--- config.mk ---
export PLATFORM = sky130hd
export DESIGN_NAME = pwm_interleave_seq
export DESIGN_NICKNAME = d
export VERILOG_FILES = /design/src/rtl/pwm_seq_pkg.sv /design/src/rtl/pwm_sync_front.sv /design/src/rtl/pwm_phase_steer.sv /design/src/rtl/pwm_chan.sv /design/src/rtl/pwm_interleave_seq.sv
export SDC_FILE = /design/constraint.sdc
export NUM_CORES = 1
export LEC_CHECK = 0
export BUFFER_PORTS_ARGS = -buffer_cell sky130_fd_sc_hd__buf_4
export CORE_MARGIN = 3
export CORE_UTILIZATION = 50
export DETAILED_ROUTE_END_ITERATION = 10
export PLACE_DENSITY = 0.7
export SLEW_MARGIN = 20
export SYNTH_ARGS = -nofsm -noshare
export SYNTH_HDL_FRONTEND = slang
export SYNTH_SLANG_ARGS = --single-unit
export TNS_END_PERCENT = 5
--- constraint.sdc ---
create_clock -name clk_i -period 2.8 [get_ports clk_i]
set_clock_uncertainty 0.05 [all_clocks]
set_input_delay 0.7 -clock clk_i [delete_from_list [all_inputs] [get_ports clk_i]]
set_output_delay 0.7 -clock clk_i [all_outputs]
set_load 0.05 [all_outputs]
--- src/rtl/pwm_seq_pkg.sv ---
package pwm_seq_pkg;

  localparam int NUM_CH = 2;

  typedef enum logic [2:0] {
    PH_IDLE,
    PH_DT_HS,
    PH_HS,
    PH_DT_LS,
    PH_LS
  } phase_e;

endpackage

--- src/rtl/pwm_sync_front.sv ---
module pwm_sync_front #(
  parameter int TO_CYC = 256
) (
  input  logic clk_i,
  input  logic rst_ni,
  input  logic sync_i,
  output logic fall_o,
  output logic ext_mode_o,
  output logic sync_lvl_o
);

  localparam int TO_W = (TO_CYC > 1) ? $clog2(TO_CYC) : 1;

  logic s1_q, s2_q, s3_q;
  logic ext_q;
  logic [TO_W-1:0] to_cnt_q;

  always_ff @(posedge clk_i or negedge rst_ni) begin
    if (!rst_ni) begin
      s1_q <= 1'b0;
      s2_q <= 1'b0;
      s3_q <= 1'b0;
    end else begin
      s1_q <= sync_i;
      s2_q <= s1_q;
      s3_q <= s2_q;
    end
  end

  assign fall_o     = s3_q & ~s2_q;
  assign sync_lvl_o = s2_q;
  assign ext_mode_o = ext_q;

  // external mode expires after TO_CYC cycles without a falling edge
  always_ff @(posedge clk_i or negedge rst_ni) begin
    if (!rst_ni) begin
      ext_q    <= 1'b0;
      to_cnt_q <= '0;
    end else if (fall_o) begin
      ext_q    <= 1'b1;
      to_cnt_q <= '0;
    end else if (ext_q) begin
      if (to_cnt_q == TO_W'(TO_CYC - 1)) begin
        ext_q    <= 1'b0;
        to_cnt_q <= '0;
      end else begin
        to_cnt_q <= to_cnt_q + 1'b1;
      end
    end
  end

  p_ext_on_fall_r7: assert property (@(posedge clk_i) disable iff (!rst_ni)
    fall_o |=> ext_mode_o);

endmodule

--- src/rtl/pwm_phase_steer.sv ---
module pwm_phase_steer (
  input  logic       clk_i,
  input  logic       rst_ni,
  input  logic       osc_tick_i,
  input  logic       fall_i,
  input  logic       ext_mode_i,
  input  logic       sync_lvl_i,
  output logic [1:0] start_o,
  output logic       fpwm_o
);

  logic [1:0] start_q;
  logic       sel_q;
  logic       fpwm_q;
  logic       tgt;

  // first edge after internal mode always goes to channel 1
  always_comb tgt = (fall_i && !ext_mode_i) ? 1'b0 : sel_q;

  always_ff @(posedge clk_i or negedge rst_ni) begin
    if (!rst_ni) begin
      start_q <= '0;
      sel_q   <= 1'b0;
      fpwm_q  <= 1'b0;
    end else begin
      start_q <= '0;
      if (fall_i) begin
        start_q[tgt] <= 1'b1;
        sel_q        <= ~tgt;
        fpwm_q       <= sync_lvl_i & ~ext_mode_i;
      end else if (osc_tick_i && !ext_mode_i) begin
        start_q[sel_q] <= 1'b1;
        sel_q          <= ~sel_q;
        fpwm_q         <= sync_lvl_i;
      end
    end
  end

  assign start_o = start_q;
  assign fpwm_o  = fpwm_q;

  p_one_start_r2: assert property (@(posedge clk_i) disable iff (!rst_ni)
    $onehot0(start_q));

  p_tick_ignored_r7: assert property (@(posedge clk_i) disable iff (!rst_ni)
    (ext_mode_i && !fall_i) |=> (start_q == 2'b00));

  p_first_fall_ch1_r7: assert property (@(posedge clk_i) disable iff (!rst_ni)
    (fall_i && !ext_mode_i) |=> (start_q == 2'b01));

  p_fpwm_at_start_r9: assert property (@(posedge clk_i) disable iff (!rst_ni)
    !$stable(fpwm_q) |-> (start_q != 2'b00));

endmodule

--- src/rtl/pwm_chan.sv ---
module pwm_chan
  import pwm_seq_pkg::*;
#(
  parameter int DT_W = 4
) (
  input  logic            clk_i,
  input  logic            rst_ni,
  input  logic            start_i,
  input  logic            peak_trip_i,
  input  logic            oc_trip_i,
  input  logic [DT_W-1:0] dt_cycles_i,
  output logic            hs_en_o,
  output logic            ls_en_o
);

  phase_e          st_q, st_d;
  logic [DT_W-1:0] cnt_q, cnt_d;

  always_comb begin
    st_d  = st_q;
    cnt_d = cnt_q;
    unique case (st_q)
      PH_DT_HS: begin
        if (oc_trip_i) begin
          st_d  = PH_DT_LS;
          cnt_d = '0;
        end else if (cnt_q >= dt_cycles_i) begin
          st_d = PH_HS;
        end else begin
          cnt_d = cnt_q + 1'b1;
        end
      end
      PH_HS: begin
        if (oc_trip_i || peak_trip_i) begin
          st_d  = PH_DT_LS;
          cnt_d = '0;
        end
      end
      PH_DT_LS: begin
        if (cnt_q >= dt_cycles_i) st_d = PH_LS;
        else                      cnt_d = cnt_q + 1'b1;
      end
      default: ;
    endcase
    // cycle boundary overrides everything, including max-duty cutoff
    if (start_i) begin
      st_d  = PH_DT_HS;
      cnt_d = '0;
    end
  end

  always_ff @(posedge clk_i or negedge rst_ni) begin
    if (!rst_ni) begin
      st_q  <= PH_IDLE;
      cnt_q <= '0;
    end else begin
      st_q  <= st_d;
      cnt_q <= cnt_d;
    end
  end

  // overcurrent kills the high side without waiting for a clock edge
  assign hs_en_o = (st_q == PH_HS) & ~oc_trip_i;
  assign ls_en_o = (st_q == PH_LS);

  p_oc_block_r5: assert property (@(posedge clk_i) disable iff (!rst_ni)
    (oc_trip_i && !start_i) |=> !hs_en_o);

  p_peak_handover_r3: assert property (@(posedge clk_i) disable iff (!rst_ni)
    (hs_en_o && peak_trip_i && !start_i) |=> !hs_en_o);

  p_start_clears_r4: assert property (@(posedge clk_i) disable iff (!rst_ni)
    start_i |=> (!hs_en_o && !ls_en_o));

  p_ls_gap_r6: assert property (@(posedge clk_i) disable iff (!rst_ni)
    $rose(ls_en_o) |-> !$past(hs_en_o));

  p_hs_gap_r6: assert property (@(posedge clk_i) disable iff (!rst_ni)
    $rose(hs_en_o) |-> !$past(ls_en_o));

endmodule

--- src/rtl/pwm_interleave_seq.sv ---
module pwm_interleave_seq
  import pwm_seq_pkg::*;
#(
  parameter int DT_W   = 4,
  parameter int TO_CYC = 256
) (
  input  logic                clk_i,
  input  logic                rst_ni,
  input  logic                osc_tick_i,
  input  logic                sync_i,
  input  logic [DT_W-1:0]     dt_cycles_i,
  input  logic [NUM_CH-1:0]   peak_trip_i,
  input  logic [NUM_CH-1:0]   oc_trip_i,
  output logic [NUM_CH-1:0]   hs_en_o,
  output logic [NUM_CH-1:0]   ls_en_o,
  output logic                fpwm_o
);

  logic              fall;
  logic              ext_mode;
  logic              sync_lvl;
  logic [NUM_CH-1:0] start;

  pwm_sync_front #(
    .TO_CYC(TO_CYC)
  ) i_sync_front (
    .clk_i      (clk_i),
    .rst_ni     (rst_ni),
    .sync_i     (sync_i),
    .fall_o     (fall),
    .ext_mode_o (ext_mode),
    .sync_lvl_o (sync_lvl)
  );

  pwm_phase_steer i_phase_steer (
    .clk_i      (clk_i),
    .rst_ni     (rst_ni),
    .osc_tick_i (osc_tick_i),
    .fall_i     (fall),
    .ext_mode_i (ext_mode),
    .sync_lvl_i (sync_lvl),
    .start_o    (start),
    .fpwm_o     (fpwm_o)
  );

  for (genvar g = 0; g < NUM_CH; g++) begin : g_chan
    pwm_chan #(
      .DT_W(DT_W)
    ) i_chan (
      .clk_i       (clk_i),
      .rst_ni      (rst_ni),
      .start_i     (start[g]),
      .peak_trip_i (peak_trip_i[g]),
      .oc_trip_i   (oc_trip_i[g]),
      .dt_cycles_i (dt_cycles_i),
      .hs_en_o     (hs_en_o[g]),
      .ls_en_o     (ls_en_o[g])
    );
  end

endmodule

==> flow_metrics.env, run 1 <==
export IMPL_vias=1390
export IMPL_grt_pass1_wl_mm=5.66
export IMPL_min_period_over_period=0.775
export IMPL_syn_area_mm2=0.00181
export IMPL_post_drt_wl_per_cell_um=13.5
export IMPL_p_leak_nw=0.924
export IMPL_worstMarginPinSlew_ns=0.566
export IMPL_syn_inst=181
export IMPL_clock_sinks=30
export IMPL_setup_violations=0
export IMPL_layout_drive_gt1_share=0.183
export IMPL_initial_core_util=0.530
export IMPL_postCtsSetupBuffers=0
export IMPL_core_area_mm2=0.00342
export IMPL_whs_ns=0.246
export IMPL_critical_path_top_delay_family="simple AND/OR/NAND/NOR gates"
export IMPL_synthArstFlopShare=1.00
export IMPL_wirelength_mm=3.28
export IMPL_crit_type="reg2out"
export IMPL_path_buf_inv=1
export IMPL_cts_resized=0
export IMPL_cp_required_ns=2.05
export IMPL_cpPeakStageDelay_ns=0.40
export IMPL_min_path_type="in2async"
export IMPL_gp_congestion=0.943
export IMPL_pre_cts_ws_ns=0.537
export IMPL_fillCellCount=300
export IMPL_syn_nets=204
export IMPL_fin_tns_setup_ns=0
export IMPL_grt_setup_unrepaired="no"
export IMPL_synth_edf_count=0
export IMPL_synthTopCellsByArea="dfrtp_1 41%, ha_1 7.6%, inv_1 3.1%, a21oi_1 2.8%, nand3_1 2.5%"
export IMPL_fmax_ghz=0.461
export IMPL_crit_chain="and2b_4, nor3b_1, buf_4"
export IMPL_cts_root_buf="clkbuf_4"
export IMPL_portBuffers=16
export IMPL_grt_use_total=0.169
export IMPL_vias_per_cell=5.72
export IMPL_avgSynthCellArea_um2=10.0
export IMPL_cts_tree="built"
export IMPL_slew_limit_headroom=0.622
export IMPL_fp_dieW_um=66.2
export IMPL_crit_slowest_cell="dfrtp_1"
export IMPL_insertion_delay_ns=0.32
export IMPL_synth_seq_cells=30
export IMPL_setup_worst_path_start_class="flip-flop"
export IMPL_drt_pass1_iterations=4
export IMPL_grt_start_max_net_pins=31
export IMPL_p_per_area_mw_per_mm2=855
export IMPL_path_clk_slew_ns=0.10
export IMPL_n_antenna_cell=0
export IMPL_boundaryPins=17
export IMPL_die_area_mm2=0.00438
export IMPL_cts_hold_buf=0
export IMPL_maxSlewViolCount=0
export IMPL_grt_overflow=0
export IMPL_total_power_mw=1.71
export IMPL_finalCriticalPeriod_ns=2.17
export IMPL_ys_warnings_count=0
export IMPL_synth_area_leader_cell="dfrtp_1"
export IMPL_antenna_left=0
export IMPL_syn_to_final_growth_pct=10.4
export IMPL_dp_hpwl_mm=2.48
export IMPL_path_max_fanout=6
export IMPL_drc_errors=0
export IMPL_grt_pass1_vias=1375
export IMPL_netlist_area_leader_share=0.415
export IMPL_cts_buffers=5
export IMPL_finalWorstSetupSlack_ns=0.630
export IMPL_synth_cell_types=44
export IMPL_seq_area_frac_synth=0.415
export IMPL_hold_viol=0
export IMPL_drt_iter0_drc=77
export IMPL_cts_htree_levels=2
export IMPL_fin_nets=219
export IMPL_antenna_found_initial=0
export IMPL_chipHeight_um=66.2
export IMPL_cp_arrival_ns=1.42
export IMPL_placementRows=21
export IMPL_synth_ff_type="dfrtp_1"
export IMPL_clock_path_buffers=2
export IMPL_outcome="finished clean"
export IMPL_maxCapViolCount=0
export IMPL_vdd_ir_drop_max_v=0.000397
export IMPL_endpoint_kind="output port"
[cells in the mapped netlist, types with 3 or more instances]
| cell type | count |
|---|---|
| xor2_1 | 5 |
| inv_1 | 15 |
| a31oi_1 | 3 |
| nand2_1 | 8 |
| o21a_1 | 4 |
| buf_4 | 4 |
| nor3_1 | 4 |
| ha_1 | 11 |
| nor2_1 | 8 |
| nand3_1 | 9 |
| and3_1 | 5 |
| o21ai_0 | 9 |
| dfrtp_1 | 30 |
| buf_2 | 3 |
| a21oi_1 | 10 |
| a21boi_1 | 6 |
[worst reg2reg max path, delay by kind of cell, from the launching register on]
kind                       cells  cell delay, ns
and+or+nand+nor                2            0.72
DFF                            1            0.41
adders and majority gates      1            0.28
AOI/OAI and AO/OA              2            0.27
buffers and inverters          1            0.08
[layout make-up]
| type | count | area, um^2 | area share |
|---|---|---|---|
| multi-input cells | 128 | 955 | 0.477 |
| inverters | 15 | 56.3 | 0.0282 |
| repair buffers | 16 | 120 | 0.0601 |
| well taps | 46 | 57.6 | 0.0288 |
| clock inverters | 1 | 5.00 | 0.00250 |
| clock buffers | 7 | 55.1 | 0.0275 |
| flip-flops and latches | 30 | 751 | 0.375 |
[report_power, final]
| group | switching, mW | total (mW) | internal (mW) |
|---|---|---|---|
| clock network | 0.142 | 0.264 | 0.122 |
| logic | 0.397 | 0.764 | 0.368 |
| registers | 0.138 | 0.681 | 0.543 |
[routing by layer]
| metal | part of all wire | track usage | routed length (um) |
|---|---|---|---|
| met5 | 0 | 0 | 0 |
| met4 | 0.012 | 0.0584 | 39 |
| met3 | 0.047 | 0.0527 | 155 |
| met2 | 0.50 | 0.302 | 1630 |
| met1 | 0.44 | 0.186 | 1450 |
[path summary, 6_finish.rpt]
path                                                       startpoint                                     to  slack, ns  cells past startpoint
worst max-delay path             g_chan[0].i_chan.st_q[2]$_DFFE_PN0P_                             hs_en_o[0]       0.63                      3
worst min-delay path                                           rst_ni  g_chan[0].i_chan.cnt_q[0]$_DFFE_PN0P_       0.25                      1
worst max register to register  g_chan[0].i_chan.cnt_q[0]$_DFFE_PN0P_  g_chan[0].i_chan.cnt_q[3]$_DFFE_PN0P_       0.92                      6
worst min register to register            i_sync_front.s1_q$_DFF_PN0_      i_sync_front.sync_lvl_o$_DFF_PN0_       0.32                      0
max in group asynchronous                                      rst_ni  g_chan[0].i_chan.cnt_q[1]$_DFFE_PN0P_       2.16                      1
min in group clk_i                        i_sync_front.s1_q$_DFF_PN0_      i_sync_front.sync_lvl_o$_DFF_PN0_       0.32                      0
[stage by stage]
| step | util | cell area, um^2 | std cells |
|---|---|---|---|
| after detailed placement | 0.568 | 1940 | 235 |
| final | 0.585 | 2000 | 243 |
| after global placement | 0.568 | 1940 | 235 |
| after global routing | 0.585 | 2000 | 243 |
| after CTS | 0.585 | 2000 | 243 |
| after floorplan | - | 1810 | 181 |
[cell usage in the layout (no fill, tap or decap), types with 3 or more instances in the layout]
cell | Yosys | layout
nand2_1 | 8 | 8
a21oi_1 | 10 | 10
buf_4 | 4 | 16
nor3_1 | 4 | 4
o21ai_0 | 9 | 9
a21boi_1 | 6 | 6
nand3_1 | 9 | 9
inv_1 | 15 | 15
dfrtp_1 | 30 | 30
clkbuf_4 | 0 | 5
and3_1 | 5 | 5
a31oi_1 | 3 | 3
o21a_1 | 4 | 4
nor2_1 | 8 | 8
xor2_1 | 5 | 5
ha_1 | 11 | 11
[registers in the layout (all words and copies together), names as in the netlist]
name	flops
i_phase_steer.sel_q	1
g_chan.i_chan.cnt_q	8
i_sync_front.ext_mode_o	1
i_sync_front.s3_q	1
i_sync_front.sync_lvl_o	1
g_chan.i_chan.st_q	6
i_phase_steer.start_o	2
i_phase_steer.fpwm_o	1
i_sync_front.s1_q	1
i_sync_front.to_cnt_q	8
[cells by family (layout without fill, tap and decap cells)]
kind of cell    count (synthesis)  in the layout  share of synthesized area
compound gates                 53             53                      0.218
fa+ha+maj                      11             11                     0.0760
xor+xnor                        6              6                     0.0290
flops                          30             30                      0.415
simple gates                   53             53                      0.170
mux                             5              5                     0.0339
buf+inv                        23             39                     0.0580
Power figures use the tool's default switching activity.
==> inputs of run 2 (changes only) <==
Clock period 2.8 ns to 2.16 ns, I/O delays scaled along.
==> run 2 against run 1 <==
Register-to-register slack got worse by 0.65 ns. Combinational power increased by 31%. First-iteration DRC count shrank 23%. Routed wire length rose by 3.3%. Via count is 4.5% higher. Power is 31% higher. Critical path type unchanged. Die area unchanged.
==> flow_metrics.env, run 2 (synthesis results as in run 1) <==
export IMPL_cts_tree="built"
export IMPL_vdd_ir_drop_max_v=0.000543
export IMPL_fmax_ghz=0.496
export IMPL_cp_arrival_ns=1.43
export IMPL_outcome="finished clean"
export IMPL_final_cell_mix="30 x dfrtp_1, 17 x buf_4, 15 x inv_1, 11 x ha_1, 10 x a21oi_1"
export IMPL_fin_nets=220
export IMPL_antenna_left=0
export IMPL_pre_cts_ws_ns=0.0502
export IMPL_grt_pass1_vias=1380
export IMPL_p_per_area_mw_per_mm2=1110
export IMPL_initial_core_util=0.530
export IMPL_cp_required_ns=1.57
export IMPL_maxSlewViolCount=0
export IMPL_chipHeight_um=66.2
export IMPL_layout_commonest_cell="dfrtp_1"
export IMPL_cts_buffers=5
export IMPL_cts_root_buf="clkbuf_4"
export IMPL_reg_largest_list="g_chan.i_chan.cnt_q x8, i_sync_front.to_cnt_q x8, g_chan.i_chan.st_q x6"
export IMPL_endpoint_kind="output port"
export IMPL_grt_pass1_wl_mm=5.84
export IMPL_grt_start_max_net_pins=31
export IMPL_drc_errors=0
export IMPL_grt_setup_unrepaired="no"
export IMPL_boundaryPins=17
export IMPL_vias_per_cell=5.95
export IMPL_reg2reg_depth=6
export IMPL_dp_hpwl_mm=2.56
export IMPL_layout_drive_gt1_share=0.187
export IMPL_portBuffers=16
export IMPL_cts_resized=0
export IMPL_grt_use_total=0.174
export IMPL_min_path_type="in2async"
export IMPL_placementRows=21
export IMPL_slew_limit_headroom=0.730
export IMPL_hold_viol=0
export IMPL_maxCapViolCount=0
export IMPL_cts_htree_levels=2
export IMPL_final_cells=244
export IMPL_reg2reg_to="g_chan[0].i_chan.cnt_q[3]$_DFFE_PN0P_"
export IMPL_path_clk_slew_ns=0.10
export IMPL_post_drt_wl_per_cell_um=13.9
export IMPL_setup_violations=0
export IMPL_clock_sinks=30
export IMPL_vias=1452
export IMPL_wirelength_mm=3.38
export IMPL_p_leak_nw=0.929
export IMPL_finalCriticalPeriod_ns=2.02
export IMPL_crit_start="g_chan[0].i_chan.st_q[2]$_DFFE_PN0P_"
export IMPL_fin_tns_setup_ns=0
export IMPL_dpl_cell_count=236
export IMPL_rrSetupSlack_ns=0.27
export IMPL_cts_hold_buf=0
export IMPL_crit_type="reg2out"
export IMPL_critPathCapture="hs_en_o[0]"
export IMPL_setup_worst_path_start_class="flip-flop"
export IMPL_r2r_start="g_chan[0].i_chan.cnt_q[0]$_DFFE_PN0P_"
export IMPL_antenna_found_initial=0
export IMPL_n_antenna_cell=0
export IMPL_grt_overflow=0
export IMPL_insertion_delay_ns=0.32
export IMPL_finalWorstSetupSlack_ns=0.144
export IMPL_drt_pass1_iterations=4
export IMPL_drt_iter0_drc=59
export IMPL_fp_dieW_um=66.2
export IMPL_core_area_mm2=0.00342
export IMPL_gp_congestion=0.942
export IMPL_postCtsSetupBuffers=0
export IMPL_clock_path_buffers=2
export IMPL_die_area_mm2=0.00438
export IMPL_syn_to_final_growth_pct=10.8
export IMPL_min_period_over_period=0.933
export IMPL_path_max_fanout=6
export IMPL_worstMarginPinSlew_ns=0.405
==> run 2: changes by cell type in the layout (fill, tap and decap cells not counted), sizes merged <==
cell and delta:
buf +1
==> run 2: worst min-delay path by stage <==
stage,to
final,g_chan[1].i_chan.cnt_q[3]$_DFFE_PN0P_
after global routing,i_phase_steer.start_o[0]$_DFF_PN0_
after CTS,g_chan[0].i_chan.cnt_q[0]$_DFFE_PN0P_
after detailed placement,i_sync_front.sync_lvl_o$_DFF_PN0_
after global placement,i_sync_front.sync_lvl_o$_DFF_PN0_
after floorplan,g_chan[0].i_chan.cnt_q[0]$_DFFE_PN0P_
==> run 2: per-layer routing <==
metal  vias to the layer above  GRT usage  routed length, um
li1                        698          -                  -
met1                       714      0.209               1480
met2                        33      0.291               1720
met3                         7     0.0476                130
met4                         0     0.0736                 51
met5                         -          0                  0
==> run 2: final cells by class <==
type	instances	area, um^2
fill	301	1410
multi-input combinational	128	955
sequential	30	751
timing repair buffer	17	128
tap	46	57.6
inverter	15	56.3
clock buffer	7	55.1
clock inverter	1	5.00
==> run 2: report_power, final <==
group          switching, mW  total, mW  internal (mW)
combinational          0.525       1.00          0.479
sequential             0.182      0.886          0.704
clock                  0.186      0.344          0.158
total                  0.893       2.23           1.34
==> run 2: metrics by stage <==
step	hold WS (ns)	utilization	total power, mW	cell area (um^2)
6_report	0.0829	0.588	2.23	2010
5_1_grt	0.0880	0.588	2.41	2010
4_1_cts	0.0825	0.588	2.25	2010
3_5_place_dp	0.297	0.570	1.89	1950
3_3_place_gp	0.287	0.570	1.83	1950
2_1_floorplan	0.194	-	1.69	1810
==> run 2: critical path, cell delays in order, from the launching register on <==
cell	delay, ns
dfrtp_1	0.41
and2b_4	0.29
nor3b_1	0.18
buf_4	0.23
==> inputs of run 3 (changes only) <==
Settings changed: PLACE_DENSITY 0.7 to 0.69.
==> run 3 against run 2 <==
Highest routed layer unchanged. Flip-flop and latch count stayed put. Power is 3.2% higher. Routed wire length hardly changed. First-iteration DRC count is 49% higher. Register-to-register slack hardly changed. Via count is 1.7% lower. Utilization is 0.77 points higher. Critical path type unchanged. Largest cell class unchanged. Design area is 1.3% higher. Clock-buffer cell count is 1 higher. Die area stayed put. Combinational power hardly changed. Clock power is 20% higher.
==> flow_metrics.env, run 3 (synthesis results as in run 1) <==
export IMPL_outcome="finished clean"
export IMPL_wirelength_mm=3.38
export IMPL_reg2reg_depth=6
export IMPL_dp_hpwl_mm=2.52
export IMPL_clock_path_buffers=2
export IMPL_setup_worst_path_start_class="flip-flop"
export IMPL_layout_drive_gt1_share=0.196
export IMPL_whs_ns=0.0682
export IMPL_sw_frac_of_total=0.386
export IMPL_portBuffers=16
export IMPL_drt_pass1_iterations=4
export IMPL_chipHeight_um=66.2
export IMPL_grt_pass1_vias=1389
export IMPL_drt_iter0_drc=88
export IMPL_path_max_fanout=6
export IMPL_syn_to_final_growth_pct=12.3
export IMPL_final_cells=245
export IMPL_reg_largest_list="g_chan.i_chan.cnt_q x8, i_sync_front.to_cnt_q x8, g_chan.i_chan.st_q x6"
export IMPL_p_per_area_mw_per_mm2=1130
export IMPL_antenna_found_initial=0
export IMPL_vias_per_cell=5.83
export IMPL_cpPeakStageDelay_ns=0.40
export IMPL_crit_start="g_chan[0].i_chan.st_q[2]$_DFFE_PN0P_"
export IMPL_cts_htree_levels=2
export IMPL_fin_nets=221
export IMPL_path_buf_inv=1
export IMPL_setup_violations=0
export IMPL_worst_path_stages=3
export IMPL_dpl_instance_area_mm2=0.00195
export IMPL_r2r_start="g_chan[0].i_chan.cnt_q[0]$_DFFE_PN0P_"
export IMPL_cp_arrival_ns=1.51
export IMPL_n_antenna_cell=0
export IMPL_crit_slowest_cell="dfrtp_1"
export IMPL_grt_overflow=0
export IMPL_min_period_over_period=0.972
export IMPL_boundaryPins=17
export IMPL_antenna_left=0
export IMPL_grt_use_total=0.181
export IMPL_pwr_share_seq=0.383
export IMPL_final_cell_mix="30 x dfrtp_1, 18 x buf_4, 15 x inv_1, 11 x ha_1, 10 x a21oi_1"
export IMPL_cts_root_buf="clkbuf_4"
export IMPL_reg2reg_to="g_chan[0].i_chan.cnt_q[3]$_DFFE_PN0P_"
export IMPL_gp_congestion=0.942
export IMPL_rrSetupSlack_ns=0.26
export IMPL_clkPwrFrac=0.180
export IMPL_crit_type="reg2out"
export IMPL_worstMarginPinSlew_ns=0.402
export IMPL_layout_commonest_cell="dfrtp_1"
export IMPL_fmax_ghz=0.476
export IMPL_critical_path_top_delay_family="simple AND/OR/NAND/NOR gates"
export IMPL_p_leak_nw=0.944
export IMPL_postCtsSetupBuffers=0
export IMPL_fp_dieW_um=66.2
export IMPL_fin_util=0.595
export IMPL_min_path_type="in2async"
export IMPL_die_area_mm2=0.00438
export IMPL_maxCapViolCount=0
export IMPL_post_drt_wl_per_cell_um=13.8
export IMPL_cts_hold_buf=0
export IMPL_cts_resized=0
export IMPL_finalCriticalPeriod_ns=2.10
export IMPL_placementRows=21
export IMPL_hold_viol=0
export IMPL_grt_pass1_wl_mm=6.01
export IMPL_p_int_mw=1.42
export IMPL_initial_core_util=0.530
export IMPL_slew_limit_headroom=0.732
export IMPL_crit_chain="and2b_4, nor3b_1, buf_4"
export IMPL_insertion_delay_ns=0.33
export IMPL_cts_tree="built"
export IMPL_fin_tns_setup_ns=0
export IMPL_core_area_mm2=0.00342
export IMPL_grt_setup_unrepaired="no"
export IMPL_clock_sinks=30
export IMPL_dpl_cell_count=237
export IMPL_switching_power_uw=889
export IMPL_grt_start_max_net_pins=31
export IMPL_endpoint_kind="output port"
export IMPL_cts_buffers=5
export IMPL_pwr_share_comb=0.437
export IMPL_drc_errors=0
export IMPL_cp_required_ns=1.57
export IMPL_maxSlewViolCount=0
export IMPL_path_clk_slew_ns=0.10
export IMPL_vdd_ir_drop_max_v=0.000629
export IMPL_vias=1428
export IMPL_design_area_mm2=0.00203
[run 3: worst max path at each step]
stage                                                        to  slack, ns
after global placement    g_chan[0].i_chan.cnt_q[3]$_DFFE_PN0P_       0.10
after floorplan           g_chan[0].i_chan.cnt_q[3]$_DFFE_PN0P_       0.24
after global routing                                 hs_en_o[0]       0.02
after CTS                                            hs_en_o[0]       0.08
final                                                hs_en_o[0]       0.06
after detailed placement  g_chan[0].i_chan.cnt_q[3]$_DFFE_PN0P_       0.03
[run 3: worst register-to-register path, stage by stage (launching register included)]
cell and delay [ns]:
dfrtp_1 0.41, inv_1 0.07, ha_1 0.28, nor3b_2 0.20, o21ai_1 0.14, or4_1 0.51, a21boi_1 0.16
[run 3: stage by stage]
stage	setup WS [ns]	total power [mW]
global route	0.0168	2.50
global placement	0.105	1.85
CTS	0.0753	2.33
floorplan	0.242	1.69
finish	0.0602	2.31
detailed placement	0.0346	1.90
[run 3: power by group through the flow]
| stage | registers [mW] | clock network, mW | logic [mW] |
|---|---|---|---|
| 2_1_floorplan | 0.817 | 0 | 0.875 |
| 3_3_place_gp | 0.882 | 0 | 0.971 |
| 3_5_place_dp | 0.892 | 0 | 1.01 |
| 4_1_cts | 0.881 | 0.431 | 1.02 |
| 5_1_grt | 0.910 | 0.459 | 1.13 |
| 6_report | 0.884 | 0.414 | 1.01 |
[run 3: per-layer routing]
metal / global-route usage / vias up / wire length [um]
li1: - / 693 / -
met1: 0.217 / 690 / 1480
met2: 0.294 / 36 / 1650
met3: 0.0544 / 9 / 186
met4: 0.0888 / 0 / 72
met5: 0 / - / 0
[run 3: area by class of cell]
type | instances | area (um^2)
Clock buffer | 8 | 78.8
Fill cell | 296 | 1380
Inverter | 15 | 56.3
Multi-Input combinational cell | 128 | 955
Sequential cell | 30 | 751
Tap cell | 46 | 57.6
Timing Repair Buffer | 18 | 135
